$ cat src/rtl/asram_pkg.sv
`timescale 1ns/1ps
package asram_pkg;

  typedef enum logic [2:0] {
    ST_IDLE    = 3'd0,
    ST_WSETUP  = 3'd1,
    ST_WPULSE  = 3'd2,
    ST_WHOLD   = 3'd3,
    ST_RACCESS = 3'd4
  } ctl_state_t;

  // Whole clock cycles covering the access time, never below one.
  function automatic int unsigned access_cycles(input int unsigned clk_ps,
                                                input int unsigned acc_ps);
    int unsigned n;
    n = (acc_ps + clk_ps - 1) / clk_ps;
    if (n < 1) n = 1;
    return n;
  endfunction

  // Width of a down-counter that must hold n-1.
  function automatic int unsigned count_width(input int unsigned n);
    int unsigned w;
    w = (n > 1) ? $clog2(n) : 1;
    return w;
  endfunction

endpackage

$ cat src/rtl/asram_timer.sv
`timescale 1ns/1ps
module asram_timer #(
  parameter int unsigned CNT_W = 5
) (
  input  logic             clk,
  input  logic             rst_n,
  input  logic             load,
  input  logic [CNT_W-1:0] load_val,
  output logic             done
);

  logic [CNT_W-1:0] cnt;

  always_ff @(posedge clk or negedge rst_n) begin
    if (!rst_n) begin
      cnt <= '0;
    end else if (load) begin
      cnt <= load_val;
    end else if (cnt != '0) begin
      cnt <= cnt - 1'b1;
    end
  end

  assign done = (cnt == '0);

endmodule

$ cat src/rtl/asram_seq.sv
`timescale 1ns/1ps
module asram_seq
  import asram_pkg::*;
(
  input  logic clk,
  input  logic rst_n,
  input  logic req_valid,
  input  logic req_write,
  input  logic tmr_done,
  output logic accept,
  output logic capture,
  output logic tmr_load,
  output logic ready,
  output logic sel_n,
  output logic sel,
  output logic rd_en_n,
  output logic wr_en_n,
  output logic drive
);

  ctl_state_t state, nxt;

  always_comb begin
    nxt      = state;
    accept   = 1'b0;
    capture  = 1'b0;
    tmr_load = 1'b0;
    unique case (state)
      ST_IDLE: begin
        if (req_valid) begin
          accept   = 1'b1;
          tmr_load = 1'b1;
          nxt      = req_write ? ST_WSETUP : ST_RACCESS;
        end
      end
      ST_WSETUP: begin
        tmr_load = 1'b1;
        nxt      = ST_WPULSE;
      end
      ST_WPULSE: begin
        if (tmr_done) nxt = ST_WHOLD;
      end
      ST_WHOLD: begin
        nxt = ST_IDLE;
      end
      ST_RACCESS: begin
        if (tmr_done) begin
          capture = 1'b1;
          nxt     = ST_IDLE;
        end
      end
      default: nxt = ST_IDLE;
    endcase
  end

  always_ff @(posedge clk or negedge rst_n) begin
    if (!rst_n) state <= ST_IDLE;
    else        state <= nxt;
  end

  // Pin levels decoded from the registered state.
  assign ready   = (state == ST_IDLE);
  assign sel_n   = (state == ST_IDLE);
  assign sel     = (state != ST_IDLE);
  assign rd_en_n = (state != ST_RACCESS);
  assign wr_en_n = (state != ST_WPULSE);
  assign drive   = (state == ST_WSETUP) || (state == ST_WPULSE) || (state == ST_WHOLD);

endmodule

$ cat src/rtl/asram_datapath.sv
`timescale 1ns/1ps
module asram_datapath #(
  parameter int unsigned AW = 17,
  parameter int unsigned DW = 8
) (
  input  logic          clk,
  input  logic          rst_n,
  input  logic          accept,
  input  logic          capture,
  input  logic [AW-1:0] req_addr,
  input  logic [DW-1:0] req_wdata,
  input  logic [DW-1:0] sram_din,
  output logic [AW-1:0] addr_q,
  output logic [DW-1:0] wdata_q,
  output logic [DW-1:0] rdata_q,
  output logic          rvalid_q
);

  always_ff @(posedge clk or negedge rst_n) begin
    if (!rst_n) begin
      addr_q  <= '0;
      wdata_q <= '0;
    end else if (accept) begin
      addr_q  <= req_addr;
      wdata_q <= req_wdata;
    end
  end

  always_ff @(posedge clk or negedge rst_n) begin
    if (!rst_n) begin
      rdata_q  <= '0;
      rvalid_q <= 1'b0;
    end else begin
      rvalid_q <= capture;
      if (capture) rdata_q <= sram_din;
    end
  end

endmodule

$ cat src/rtl/asram_ctrl.sv
`timescale 1ns/1ps
module asram_ctrl
  import asram_pkg::*;
#(
  parameter int unsigned AW     = 17,
  parameter int unsigned DW     = 8,
  parameter int unsigned CLK_PS = 4000,
  parameter int unsigned ACC_PS = 70000
) (
  input  logic          clk,
  input  logic          rst_n,
  input  logic          req_valid,
  input  logic          req_write,
  input  logic [AW-1:0] req_addr,
  input  logic [DW-1:0] req_wdata,
  output logic          ready,
  output logic          rsp_valid,
  output logic [DW-1:0] rsp_rdata,
  output logic          sram_sel_n,
  output logic          sram_sel,
  output logic          sram_rd_en_n,
  output logic          sram_wr_en_n,
  output logic [AW-1:0] sram_addr,
  output logic [DW-1:0] sram_dout,
  output logic          sram_drive,
  input  logic [DW-1:0] sram_din
);

  localparam int unsigned ACCESS_N = access_cycles(CLK_PS, ACC_PS);
  localparam int unsigned CNT_W    = count_width(ACCESS_N);
  localparam logic [CNT_W-1:0] LOAD_VAL = CNT_W'(ACCESS_N - 1);

  // Named internal events, visible to the bound checker.
  logic accept;
  logic capture;
  logic tmr_load;
  logic tmr_done;

  asram_timer #(.CNT_W(CNT_W)) u_timer (
    .clk      (clk),
    .rst_n    (rst_n),
    .load     (tmr_load),
    .load_val (LOAD_VAL),
    .done     (tmr_done)
  );

  asram_seq u_seq (
    .clk       (clk),
    .rst_n     (rst_n),
    .req_valid (req_valid),
    .req_write (req_write),
    .tmr_done  (tmr_done),
    .accept    (accept),
    .capture   (capture),
    .tmr_load  (tmr_load),
    .ready     (ready),
    .sel_n     (sram_sel_n),
    .sel       (sram_sel),
    .rd_en_n   (sram_rd_en_n),
    .wr_en_n   (sram_wr_en_n),
    .drive     (sram_drive)
  );

  asram_datapath #(.AW(AW), .DW(DW)) u_dp (
    .clk       (clk),
    .rst_n     (rst_n),
    .accept    (accept),
    .capture   (capture),
    .req_addr  (req_addr),
    .req_wdata (req_wdata),
    .sram_din  (sram_din),
    .addr_q    (sram_addr),
    .wdata_q   (sram_dout),
    .rdata_q   (rsp_rdata),
    .rvalid_q  (rsp_valid)
  );

endmodule

$ cat config.mk
export PLATFORM = sky130hd
export DESIGN_NAME = asram_ctrl
export DESIGN_NICKNAME = d
export VERILOG_FILES = /design/src/rtl/asram_pkg.sv /design/src/rtl/asram_timer.sv /design/src/rtl/asram_seq.sv /design/src/rtl/asram_datapath.sv /design/src/rtl/asram_ctrl.sv
export SDC_FILE = /design/constraint.sdc
export NUM_CORES = 1
export LEC_CHECK = 0
export BUFFER_PORTS_ARGS = -buffer_cell sky130_fd_sc_hd__buf_2
export CORE_MARGIN = 3
export CORE_UTILIZATION = 40
export CTS_CLUSTER_DIAMETER = 200
export CTS_CLUSTER_SIZE = 20
export DETAILED_ROUTE_END_ITERATION = 10
export PLACE_DENSITY_LB_ADDON = 0.05
export SLEW_MARGIN = 10
export SYNTH_ARGS = -nofsm -noshare
export SYNTH_HDL_FRONTEND = slang
export SYNTH_HIERARCHICAL = 1
export SYNTH_SLANG_ARGS = --single-unit
export TNS_END_PERCENT = 20
$ cat constraint.sdc
create_clock -name clk -period 5.6 [get_ports clk]
set_input_delay 0.28 -clock clk [delete_from_list [all_inputs] [get_ports clk]]
set_output_delay 0.28 -clock clk [all_outputs]
set_load 0.03 [all_outputs]
==> flow_summary.yaml <==
run_status:
  outcome: "complete, no violations"
detailed_routing:
  drc_errors: 0
  vias: 1211
  dr.first_iter.drc_count: 38
  final_antenna_net_count: 0
  routedWlPerCell_um: 13.8
  viasPerCell: 4.71
  dr.pass1.iters: 4
  routed_wl_um: 3540
final_layout:
  final_cell_mix: "buf_2 (76), dfrtp_1 (42), mux2_4 (20)"
  drive_gt1_share_pct: 59.5
  final_nets: 242
  final_common_cell: "buf_2"
  syn_to_final_growth_pct: 26.1
  antenna_cells: 0
critical_path:
  rrSetupSlack_ps: 3520
  endpoint_kind: "register"
  critPathKind: "register to register"
  reg2reg_depth: 5
  path_max_fanout: 9
  critPathLaunchType: "register"
  timing.rr.start: "u_timer/cnt[0]"
  critPathRequiredTime_ps: 5770
  worstPathArrival_ps: 2250
  r2r-end: "u_dp/rdata_q[6]"
clocking:
  cts_made_buffers: 5
  holdBufCountCts: 0
  post_cts_buffers: 0
  insertion_delay_ps: 280
  cts_buffer_depth: 2
  cts.sinks: 42
  tritoncts: "done"
  clkSlewWorstSetupHoldPaths_ps: 80
  htreeDepth: 2
  cts_resized: 0
  ctsRootBufferMaster: "clkbuf_8"
logic_synthesis:
  syn_avg_cell_area_um2: 14.8
  synth_edf_count: 0
  ys.flop_type: "dfrtp_1"
  seq_area_frac_synth_pct: 57.1
  synth.distinct_cells: 28
  async_flop_share_pct: 100
  synth_warnings: 6
  syn-cell-area_um2: 1840
  ys_ff_latch: 42
  synthCells: 124
timing:
  final_max_slew_viol_count: 0
  fin_crit_sh_pct: 37.1
  worst_pin_slew_ps: 942
  finClkSkew_ps: 3.62
  setup_viol_count_final: 0
  rsz0062_at_grt: "false"
  fmax_mhz: 481
  slew_headroom_pct: 36.7
  hold_viol_final: 0
  finalCriticalPeriod_ps: 2080
  holdWs_ps: 120
  fin_setup_tns_ps: 0
die:
  fp-row-count: 24
  die_x_um: 73.8
  initial_core_util_pct: 42.0
  io_pins: 77
  core_um2: 4380
  die_area_um2: 5450
  die_y_um: 73.8
power_and_ir_drop:
  ir_drop_mv: 0.232
  p_leak_nw: 1.19
  powerDensity_nw_per_um2: 671
global_routing:
  grt_first_pass_wirelength_um: 5710
  grtUsageTotal_pct: 13.8
  antenna_found_initial: 0
  grt_max_degree: 43
  grt_pass1_vias: 1200
  overflow: 0
flow_run:
  drv_cap: 0
placement:
  gp_congestion: 0.688
  dp_hpwl_um: 2610
  portBuffers: 76
worst_hold_path:
  hold_class: "input pin to asynchronous set/reset pin"
cell usage after synthesis (2+ instances only):
master	instances	area [µm²]
mux2_2	14	158
buf_6	2	22.5
o31ai_1	3	22.5
nand2_1	8	30.0
mux2_4	20	300
buf_12	2	40.0
nor3_1	2	10.0
conb_1	2	7.51
inv_1	4	15.0
nor2_1	5	18.8
dfrtp_1	42	1050
xnor2_1	4	35.0
report_power, final:
| group | leakage, nW | internal [mW] | total (mW) | switching, mW |
|---|---|---|---|---|
| Combinational | 0.633 | 0.336 | 0.822 | 0.486 |
| Sequential | 0.511 | 0.446 | 0.537 | 0.0916 |
| Clock | 0.0472 | 0.0990 | 0.198 | 0.0990 |
metrics by stage:
stage          utilization (%)  area (µm²)  worst slack, ps  power (mW)  cells
6_report                  52.9        2320             3520        1.56    257
5_1_grt                   52.9        2320             3450        1.66    257
4_1_cts                   52.9        2320             3530        1.58    257
3_5_place_dp              50.8        2230             3540        1.37    249
3_3_place_gp              50.8        2230             3640        1.35    249
2_1_floorplan                -        1850             3670        1.19    127
kinds of logic (layout without fill, tap and decap cells):
| kind of cell | after synthesis | after routing | share of synthesized area [%] |
|---|---|---|---|
| and+or+nand+nor | 22 | 22 | 6.87 |
| xor gates and xnor gates | 4 | 4 | 1.90 |
| DFF | 42 | 42 | 57.1 |
| adders and majority gates | 1 | 1 | 0.680 |
| muxes | 34 | 34 | 24.9 |
| AOI/OAI and AO/OA | 8 | 8 | 3.06 |
| other | 2 | 5 | 0.408 |
| buffers and inverters | 11 | 89 | 5.10 |
layer usage:
| layer | wire (µm) | global-route usage, % | part of all wire, % |
|---|---|---|---|
| met5 | 0 | 0 | 0 |
| met2 | 1770 | 22.6 | 50 |
| met3 | 259 | 4.79 | 7.3 |
| met4 | 38 | 4.83 | 1.1 |
| met1 | 1460 | 16.8 | 41 |
worst max-delay path: stages, from the launching register on:
cell and delay (ps):
dfrtp_1 390, inv_1 90, ha_1 220, nor4b_4 400
and3_1 480, mux2_2 390
layout make-up:
type | count | area, µm²
fill | 400 | 2060
sequential | 42 | 1050
multi-input combinational | 74 | 707
timing repair buffer | 77 | 388
clock buffer | 6 | 82.6
tap | 52 | 65.1
inverter | 4 | 15.0
clock inverter | 2 | 12.5
how the worst max path moves through the flow:
stage | from | to | slack (ps) | cells after the start
2_1_floorplan | u_seq/state[2] | u_dp/addr_q[0] | 3670 | 6
3_3_place_gp | u_timer/cnt[0] | u_dp/rdata_q[2] | 3640 | 5
3_5_place_dp | u_timer/cnt[0] | u_dp/rdata_q[3] | 3540 | 5
4_1_cts | u_timer/cnt[0] | u_dp/rdata_q[3] | 3530 | 5
5_1_grt | u_timer/cnt[0] | u_dp/rdata_q[6] | 3450 | 5
6_report | u_timer/cnt[0] | u_dp/rdata_q[6] | 3520 | 5
state kept, by name, indices dropped and copies added (netlist names):
| signal | count |
|---|---|
| u_seq/state | 3 |
| u_dp/rvalid_q | 1 |
| u_timer/cnt | 5 |
| u_dp/rdata_q | 8 |
| u_dp/addr_q | 17 |
| u_dp/wdata_q | 8 |
(Power assumes the default switching activity.)
